File: config.mk
export PLATFORM = sky130hd
export DESIGN_NAME = et_event_timer
export DESIGN_NICKNAME = d
export VERILOG_FILES = /design/src/rtl/et_pkg.sv /design/src/rtl/et_main_counter.sv /design/src/rtl/et_status.sv /design/src/rtl/et_channel.sv /design/src/rtl/et_event_timer.sv
export SDC_FILE = /design/constraint.sdc
export NUM_CORES = 1
export LEC_CHECK = 0
export BUFFER_PORTS_ARGS = -buffer_cell sky130_fd_sc_hd__buf_4
export CORE_MARGIN = 2
export CORE_UTILIZATION = 56
export DETAILED_ROUTE_END_ITERATION = 12
export PLACE_DENSITY = 0.77
export SLEW_MARGIN = 10
export SYNTH_ARGS = -nofsm -noshare
export SYNTH_HDL_FRONTEND = slang
export SYNTH_SLANG_ARGS = --single-unit
File: constraint.sdc
create_clock -name clk -period 5.44 [get_ports clk]
set_input_delay 1.088 -clock clk [delete_from_list [all_inputs] [get_ports clk]]
set_output_delay 1.088 -clock clk [all_outputs]
set_load 0.03 [all_outputs]
File: src/rtl/et_pkg.sv
package et_pkg;
  // register word addresses
  localparam int ADR_CAPS    = 0;
  localparam int ADR_TICK    = 1;
  localparam int ADR_GCTL    = 2;
  localparam int ADR_ISTAT   = 3;
  localparam int ADR_COUNT   = 4;
  localparam int ADR_CH_BASE = 8;
  localparam int CH_STRIDE   = 2;

  // channel configuration bit positions
  localparam int CB_IEN  = 0;
  localparam int CB_LVL  = 1;
  localparam int CB_PER  = 2;
  localparam int CB_CAP  = 3;
  localparam int CB_VSET = 4;
  localparam int CB_M32  = 5;

  typedef enum logic [1:0] {
    VS_IDLE = 2'd0,
    VS_ACC  = 2'd1,
    VS_PER  = 2'd2
  } vs_state_e;
endpackage

File: src/rtl/et_main_counter.sv
module et_main_counter #(
  parameter int CNT_W = 32
) (
  input  logic             clk,
  input  logic             rst_n,
  input  logic             run_wr,
  input  logic             run_wdata,
  input  logic             cnt_wr,
  input  logic [CNT_W-1:0] cnt_wdata,
  output logic             run_o,
  output logic [CNT_W-1:0] cnt_o
);
  logic             run_q, run_d;
  logic [CNT_W-1:0] cnt_q, cnt_d;

  always_comb begin
    run_d = run_q;
    cnt_d = cnt_q;
    if (run_wr) run_d = run_wdata;
    if (run_q)       cnt_d = cnt_q + CNT_W'(1);
    else if (cnt_wr) cnt_d = cnt_wdata;
  end

  always_ff @(posedge clk or negedge rst_n) begin
    if (!rst_n) begin
      run_q <= 1'b0;
      cnt_q <= '0;
    end else begin
      run_q <= run_d;
      cnt_q <= cnt_d;
    end
  end

  assign run_o = run_q;
  assign cnt_o = cnt_q;

  p_cnt_step_r3: assert property (@(posedge clk) disable iff (!rst_n)
    run_q |=> cnt_q == $past(cnt_q) + CNT_W'(1));
  p_cnt_hold_r3: assert property (@(posedge clk) disable iff (!rst_n)
    (!run_q && !cnt_wr) |=> $stable(cnt_q));
  p_cnt_load_r4: assert property (@(posedge clk) disable iff (!rst_n)
    (!run_q && cnt_wr) |=> cnt_q == $past(cnt_wdata));
endmodule

File: src/rtl/et_status.sv
module et_status #(
  parameter int N_CH = 3
) (
  input  logic            clk,
  input  logic            rst_n,
  input  logic [N_CH-1:0] set_i,
  input  logic            clr_wr,
  input  logic [N_CH-1:0] clr_mask,
  output logic [N_CH-1:0] stat_o
);
  logic [N_CH-1:0] stat_q, stat_d;

  always_comb begin
    stat_d = stat_q;
    if (clr_wr) stat_d = stat_d & ~clr_mask;
    stat_d = stat_d | set_i;
  end

  always_ff @(posedge clk or negedge rst_n) begin
    if (!rst_n) stat_q <= '0;
    else        stat_q <= stat_d;
  end

  assign stat_o = stat_q;

  for (genvar c = 0; c < N_CH; c++) begin : g_chk
    p_w1c_r8: assert property (@(posedge clk) disable iff (!rst_n)
      (clr_wr && clr_mask[c] && !set_i[c]) |=> !stat_q[c]);
    p_sticky_r8: assert property (@(posedge clk) disable iff (!rst_n)
      (stat_q[c] && !(clr_wr && clr_mask[c])) |=> stat_q[c]);
  end
endmodule

File: src/rtl/et_channel.sv
module et_channel
  import et_pkg::*;
#(
  parameter int   DATA_W  = 32,
  parameter logic PER_CAP = 1'b0
) (
  input  logic              clk,
  input  logic              rst_n,
  input  logic              cfg_wr,
  input  logic              cmp_wr,
  input  logic [DATA_W-1:0] wdata,
  input  logic              run_i,
  input  logic [DATA_W-1:0] cnt_i,
  output logic [DATA_W-1:0] cfg_rd_o,
  output logic [DATA_W-1:0] tgt_o,
  output logic              lvl_o,
  output logic              stat_set_o,
  output logic              pulse_o
);
  localparam int LOW_W = (DATA_W < 32) ? DATA_W : 32;

  logic              ien_q, ien_d, lvl_q, lvl_d, per_q, per_d, m32_q, m32_d;
  vs_state_e         vs_q, vs_d;
  logic [DATA_W-1:0] tgt_q, tgt_d, prd_q, prd_d;
  logic              armed_q, armed_d, pulse_q, pulse_d;
  logic              hit, fire;

  always_comb begin
    if (m32_q) hit = (cnt_i[LOW_W-1:0] == tgt_q[LOW_W-1:0]);
    else       hit = (cnt_i == tgt_q);
    fire = run_i && armed_q && hit;
  end

  always_comb begin
    ien_d   = ien_q;
    lvl_d   = lvl_q;
    per_d   = per_q;
    m32_d   = m32_q;
    vs_d    = vs_q;
    tgt_d   = tgt_q;
    prd_d   = prd_q;
    armed_d = armed_q;
    // match effects first; bus writes below take precedence
    if (fire) begin
      if (per_q) tgt_d   = tgt_q + prd_q;
      else       armed_d = 1'b0;
    end
    if (cfg_wr) begin
      ien_d = wdata[CB_IEN];
      lvl_d = wdata[CB_LVL];
      m32_d = wdata[CB_M32];
      per_d = PER_CAP & wdata[CB_PER];
      vs_d  = (PER_CAP && wdata[CB_VSET]) ? VS_ACC : VS_IDLE;
    end
    if (cmp_wr) begin
      unique case (vs_q)
        VS_ACC: begin
          tgt_d   = wdata;
          armed_d = 1'b1;
          vs_d    = VS_PER;
        end
        VS_PER: begin
          prd_d = wdata;
          vs_d  = VS_IDLE;
        end
        default: begin
          tgt_d   = wdata;
          armed_d = 1'b1;
        end
      endcase
    end
    pulse_d = fire && ien_q && !lvl_q;
  end

  always_ff @(posedge clk or negedge rst_n) begin
    if (!rst_n) begin
      ien_q   <= 1'b0;
      lvl_q   <= 1'b0;
      per_q   <= 1'b0;
      m32_q   <= 1'b0;
      vs_q    <= VS_IDLE;
      tgt_q   <= '1;
      prd_q   <= '0;
      armed_q <= 1'b0;
      pulse_q <= 1'b0;
    end else begin
      ien_q   <= ien_d;
      lvl_q   <= lvl_d;
      per_q   <= per_d;
      m32_q   <= m32_d;
      vs_q    <= vs_d;
      tgt_q   <= tgt_d;
      prd_q   <= prd_d;
      armed_q <= armed_d;
      pulse_q <= pulse_d;
    end
  end

  always_comb begin
    cfg_rd_o         = '0;
    cfg_rd_o[CB_IEN] = ien_q;
    cfg_rd_o[CB_LVL] = lvl_q;
    cfg_rd_o[CB_PER] = per_q;
    cfg_rd_o[CB_CAP] = PER_CAP;
    cfg_rd_o[CB_M32] = m32_q;
  end

  assign tgt_o      = tgt_q;
  assign lvl_o      = lvl_q;
  assign stat_set_o = fire && ien_q && lvl_q;
  assign pulse_o    = pulse_q;

  p_oneshot_disarm_r5: assert property (@(posedge clk) disable iff (!rst_n)
    (fire && !per_q && !cmp_wr) |=> !armed_q);
  p_period_step_r7: assert property (@(posedge clk) disable iff (!rst_n)
    (fire && per_q && !(cmp_wr && vs_q != VS_PER)) |=> tgt_q == $past(tgt_q + prd_q));
  p_vset_done_r6: assert property (@(posedge clk) disable iff (!rst_n)
    (cmp_wr && vs_q == VS_PER) |=> (vs_q == VS_IDLE && prd_q == $past(wdata)));
  p_stopped_r11: assert property (@(posedge clk) disable iff (!rst_n)
    (!run_i && !cmp_wr && !cfg_wr) |=> ($stable(tgt_q) && !pulse_q));
endmodule

File: src/rtl/et_event_timer.sv
module et_event_timer
  import et_pkg::*;
#(
  parameter int          N_CH         = 3,
  parameter int          DATA_W       = 32,
  parameter int          ADDR_W       = 6,
  parameter int unsigned TICK_FS      = 20000000,
  parameter int unsigned PER_CAP_MASK = 1
) (
  input  logic              clk,
  input  logic              rst_n,
  input  logic              bus_en,
  input  logic              bus_we,
  input  logic [ADDR_W-1:0] bus_addr,
  input  logic [DATA_W-1:0] bus_wdata,
  output logic [DATA_W-1:0] bus_rdata,
  output logic [N_CH-1:0]   irq_o
);
  logic [1:0] rst_sync_q;
  logic       rst_n_s;

  always_ff @(posedge clk or negedge rst_n) begin
    if (!rst_n) rst_sync_q <= 2'b00;
    else        rst_sync_q <= {rst_sync_q[0], 1'b1};
  end
  assign rst_n_s = rst_sync_q[1];

  logic wr;
  assign wr = bus_en && bus_we;

  logic              run;
  logic [DATA_W-1:0] cnt;

  et_main_counter #(.CNT_W(DATA_W)) u_cnt (
    .clk       (clk),
    .rst_n     (rst_n_s),
    .run_wr    (wr && int'(bus_addr) == ADR_GCTL),
    .run_wdata (bus_wdata[0]),
    .cnt_wr    (wr && int'(bus_addr) == ADR_COUNT),
    .cnt_wdata (bus_wdata),
    .run_o     (run),
    .cnt_o     (cnt)
  );

  logic [DATA_W-1:0] cfg_rd [N_CH];
  logic [DATA_W-1:0] tgt    [N_CH];
  logic [N_CH-1:0]   lvl, set_req, pulse, stat;

  for (genvar c = 0; c < N_CH; c++) begin : g_ch
    localparam int A_CFG = ADR_CH_BASE + CH_STRIDE * c;
    et_channel #(
      .DATA_W  (DATA_W),
      .PER_CAP (((PER_CAP_MASK >> c) & 1) != 0)
    ) u_ch (
      .clk        (clk),
      .rst_n      (rst_n_s),
      .cfg_wr     (wr && int'(bus_addr) == A_CFG),
      .cmp_wr     (wr && int'(bus_addr) == A_CFG + 1),
      .wdata      (bus_wdata),
      .run_i      (run),
      .cnt_i      (cnt),
      .cfg_rd_o   (cfg_rd[c]),
      .tgt_o      (tgt[c]),
      .lvl_o      (lvl[c]),
      .stat_set_o (set_req[c]),
      .pulse_o    (pulse[c])
    );
    assign irq_o[c] = lvl[c] ? stat[c] : pulse[c];

    p_stat_needs_ien_r10: assert property (@(posedge clk) disable iff (!rst_n_s)
      $rose(stat[c]) |-> $past(cfg_rd[c][CB_IEN]));
    p_edge_no_status_r9: assert property (@(posedge clk) disable iff (!rst_n_s)
      $rose(stat[c]) |-> $past(cfg_rd[c][CB_LVL]));
    p_pulse_needs_ien_r10: assert property (@(posedge clk) disable iff (!rst_n_s)
      $rose(pulse[c]) |-> $past(cfg_rd[c][CB_IEN]));
  end

  et_status #(.N_CH(N_CH)) u_stat (
    .clk      (clk),
    .rst_n    (rst_n_s),
    .set_i    (set_req),
    .clr_wr   (wr && int'(bus_addr) == ADR_ISTAT),
    .clr_mask (bus_wdata[N_CH-1:0]),
    .stat_o   (stat)
  );

  always_comb begin
    bus_rdata = '0;
    unique case (int'(bus_addr))
      ADR_CAPS:  bus_rdata[7:0] = 8'(N_CH - 1);
      ADR_TICK:  bus_rdata = DATA_W'(TICK_FS);
      ADR_GCTL:  bus_rdata[0] = run;
      ADR_ISTAT: bus_rdata[N_CH-1:0] = stat;
      ADR_COUNT: bus_rdata = cnt;
      default: begin
        for (int c = 0; c < N_CH; c++) begin
          if (int'(bus_addr) == ADR_CH_BASE + CH_STRIDE * c)     bus_rdata = cfg_rd[c];
          if (int'(bus_addr) == ADR_CH_BASE + CH_STRIDE * c + 1) bus_rdata = tgt[c];
        end
      end
    endcase
  end
endmodule

==> metrics.md <==
| Metric | Value |
|---|---|
| Run status | finished clean |
| Root buf cell | clkbuf_16 |
| Setup crit end kind | output port |
| Total gr overflow | 0 |
| Routed WL per cell | 22.9 um |
| Final Setup Violations | 0 |
| Syn Area/Cell | 9.75 um2 |
| # IOs | 77 |
| Vias in the first global route | 9,558 |
| Commonest cells after routing, fill and taps aside | nand2_1, mux2_2, xor2_1 |
| Post-synth EDFFs | 0 |
| Clock power frac | 31.1% |
| Routability Congestion | 1.03 |
| Final Max Slew Viols | 0 |
| Worst Path Arrival | 3.32 ns |
| Clock latency on the worst-skew pair | 0.45 ns |
| Overall Power | 3940 uW |
| Post-route ant nets | 0 |
| Drt first pass iters | 9 |
| Worst-margin pin slew | 1.01 ns |
| Total CTS buffers | 17 |
| Primary FF master, synth | dfstp_2 |
| Drt drc | 0 |
| Critical Path Source | bus_addr[2] |
| Sink Count | 188 |
| Family with the most delay on the worst path | simple AND/OR/NAND/NOR gates |
| Commonest non-fill, non-tap cell in the layout | nand2_1 |
| DRT iter0 DRCs | 1,278 |
| Post-CTS Setup Inserts | 0 |
| Initial antenna violation count | 0 |
| Final hold violation count | 0 |
| Pwr dens | 298 mW/mm2 |
| Worst path cell trace | buf_4 > nand2b_1 > nor3_2 > buf_4 > and2_1 > a221o_1 > a21oi_1 > a21oi_1 > buf_4 |
| Gr usage total | 32.1% |
| Min-delay src | rst_sync_q[0] |
| Relative slew margins | 32.4% |
| Post-synthesis cell count | 1,224 |
| DP Area | 0.0127 mm2 |
| Row cnt | 53 |
| Detailed Place HPWL | 25.0 mm |
| Die Ht | 150 um |
| Mapped Nets | 1,305 |
| Hold path endpoint | rst_sync_q[1] |
| Mapped Area | 0.0119 mm2 |
| Final WL | 35.3 mm |
| Sum Neg Setup Slack | 0 ns |
| Reg clk slew, reported paths | 0.07 ns |
| Int Power | 2610 uW |
| Combinational share of power | 21.5% |
| Critical path's slowest cell | and2_1 |
| Peak supply drop | 0.000224 V |
| Total die area | 0.0225 mm2 |
| CTS resizes | 0 |
| Fmax | 227 MHz |
| Count of unique library cells instantiated by Yosys | 78 |
| Hold path depth | 0 |
| Die width | 150 um |
| Buf/Inv on CP | 3 |
| CP required | 4.35 ns |
| Area Growth Syn to Fin | 10.7% |
| Maxcap violations | 0 |
| Post-synthesis sequential area ratio | 40.4% |
| FF-to-FF Start | g_ch[0].u_ch.tgt_o[10] |
| PortBufs | 76 |
| Worst Slack Setup Final | 1.03 ns |
| Final-stage net count | 1,335 |
| Synthesized flop and latch total | 188 |
| Initial Utilization | 57.0% |
| WS Path Type | input pin to output port |
| Hold Crit Class | register to register |
| Max FO, Critical Path | 19 |
| RSZ-0062 raised after global routing | false |
| Htree depth | 4 |
| Total core area | 0.0210 mm2 |
| Post-route cell area | 0.0132 mm2 |
| Post-synthesis async set-or-reset flop share | 100% |
| Flop pwr share | 47.4% |
| Most common cell type on the critical path | buf_4 |
| DP Worst Slack | 1.15 ns |
| Sw Ratio | 33.8% |
| Max Root-Sink Buffers | 2 |
| Leakage | 0.00604 uW |
| Net Switching | 1330 uW |
| Setup crit start kind | input pin |
| Global-route wire length before repair | 54.6 mm |
| Vias | 10.1k |
| Share of cells above drive strength 1 | 28.6% |
| CP max stage delay | 0.77 ns |
| Fin crit share | 81.1% |
| R2R Path End | g_ch[0].u_ch.tgt_o[31] |
| Hold buffer count at cts | 0 |
| FF-to-FF path depth | 10 |
| Worst R2R Setup Slack | 2.09 ns |
| Post-layout min period | 4.41 ns |
| Vias per inst | 6.54 |
| TritonCTS clock tree | done |
| Largest net degree at the start of global routing | 187 |
| Worst Clk Skew | 0.0149 ns |
| N_diodes | 0 |
| Yosys warns | 0 |
[sequential cells by signal, summed over array words and instances, names as in the netlist]
register / cells
g_ch.u_ch.per_q: 1
g_ch.u_ch.pulse_o: 3
u_stat.stat_o: 3
g_ch.u_ch.ien_q: 3
rst_sync_q: 2
g_ch.u_ch.armed_q: 3
u_cnt.cnt_o: 32
g_ch.u_ch.lvl_o: 3
g_ch.u_ch.prd_q: 32
g_ch.u_ch.m32_q: 3
u_cnt.run_o: 1
g_ch.u_ch.vs_q: 6
g_ch.u_ch.tgt_o: 96
[power by group through the flow]
stage | Combinational (uW) | Clock (uW) | Sequential, uW
after floorplan | 708 | 0 | 1700
after global placement | 809 | 0 | 1870
after detailed placement | 821 | 0 | 1880
after CTS | 828 | 1230 | 1860
after global routing | 915 | 1290 | 1890
final | 847 | 1220 | 1870
[final cells by class]
type,count,area [um2]
Clock inverter,8,85.1
Multi-Input combinational cell,927,6660
Inverter,24,90.1
Sequential cell,188,4830
Clock buffer,24,482
Tap cell,275,344
Fill cell,1769,7740
Timing Repair Buffer,96,733
[cells by family after synthesis]
kind of cell,Yosys count,share of synthesized area [%]
XOR/XNOR,123,9.03
buffers and inverters,109,3.94
adder cells (fa/ha/maj),39,4.15
flip-flops,188,40.4
other,1,0.0314
AND/OR/NAND/NOR,365,14.3
AO/OA/AOI/OAI,262,15.3
multiplexers,137,12.9
[synth_stat cells (3+ instances only)]
library cell | n | share of area (%)
nor3_1 | 20 | 0.84
buf_1 | 6 | 0.19
a21oi_1 | 82 | 3.4
o311ai_1 | 3 | 0.22
o22ai_1 | 6 | 0.31
xnor2_1 | 25 | 1.8
o211ai_1 | 4 | 0.25
ha_1 | 38 | 4.0
a31oi_1 | 6 | 0.31
a21oi_2 | 4 | 0.29
nand3_1 | 28 | 1.2
a311oi_1 | 7 | 0.51
o221a_2 | 5 | 0.47
o21ai_0 | 27 | 1.1
nand4_1 | 18 | 0.94
dfstp_2 | 96 | 21
and3_1 | 15 | 0.79
a222oi_1 | 19 | 1.6
mux2_2 | 112 | 11
nor2_1 | 90 | 2.8
mux2i_1 | 23 | 1.9
inv_1 | 24 | 0.75
and2_1 | 8 | 0.42
xor2_1 | 98 | 7.2
nor4_1 | 22 | 1.2
nand2b_1 | 7 | 0.37
o21bai_1 | 6 | 0.38
buf_2 | 31 | 1.3
a211oi_1 | 18 | 1.1
nand2_1 | 133 | 4.2
dfrtp_1 | 92 | 19
a221o_1 | 11 | 0.92
clkbuf_1 | 44 | 1.4
o21a_1 | 5 | 0.31
or3_1 | 5 | 0.26
a21o_1 | 15 | 0.94
o21ai_1 | 18 | 0.75
[routing by layer]
| layer | track usage, % | vias to the layer above | part of all wire, % |
|---|---|---|---|
| met2 | 50.7 | 522 | 46 |
| met1 | 42.8 | 4978 | 40 |
| li1 | - | 4473 | - |
| met4 | 15.1 | 0 | 4.6 |
| met3 | 6.04 | 104 | 8.8 |
| met5 | 0 | - | 0 |
[per-stage QoR]
stage               hold slack, ns  utilization (%)  cells
detailed placement           0.336             60.4   1510
global placement             0.336             60.4   1510
global route                 0.364             63.1   1542
floorplan                    0.331                -   1224
finish                       0.349             63.1   1542
CTS                          0.352             63.1   1542
[worst reg2reg max path, cell delays in order (launching register included)]
cell      delay, ns
dfstp_2        0.62
ha_1           0.34
a21oi_2        0.19
o221ai_2       0.19
a2111o_1       0.43
o31ai_2        0.38
a21oi_1        0.19
a31oi_1        0.26
xor2_1         0.11
or3_1          0.34
a31oi_1        0.23
[worst max-delay path by stage]
stage               cells past startpoint       endpoint
floorplan                               7   bus_rdata[2]
global placement                        9  bus_rdata[24]
detailed placement                      9  bus_rdata[24]
CTS                                     9  bus_rdata[24]
global route                            9  bus_rdata[24]
finish                                  9  bus_rdata[24]
(Power assumes the default switching activity.)
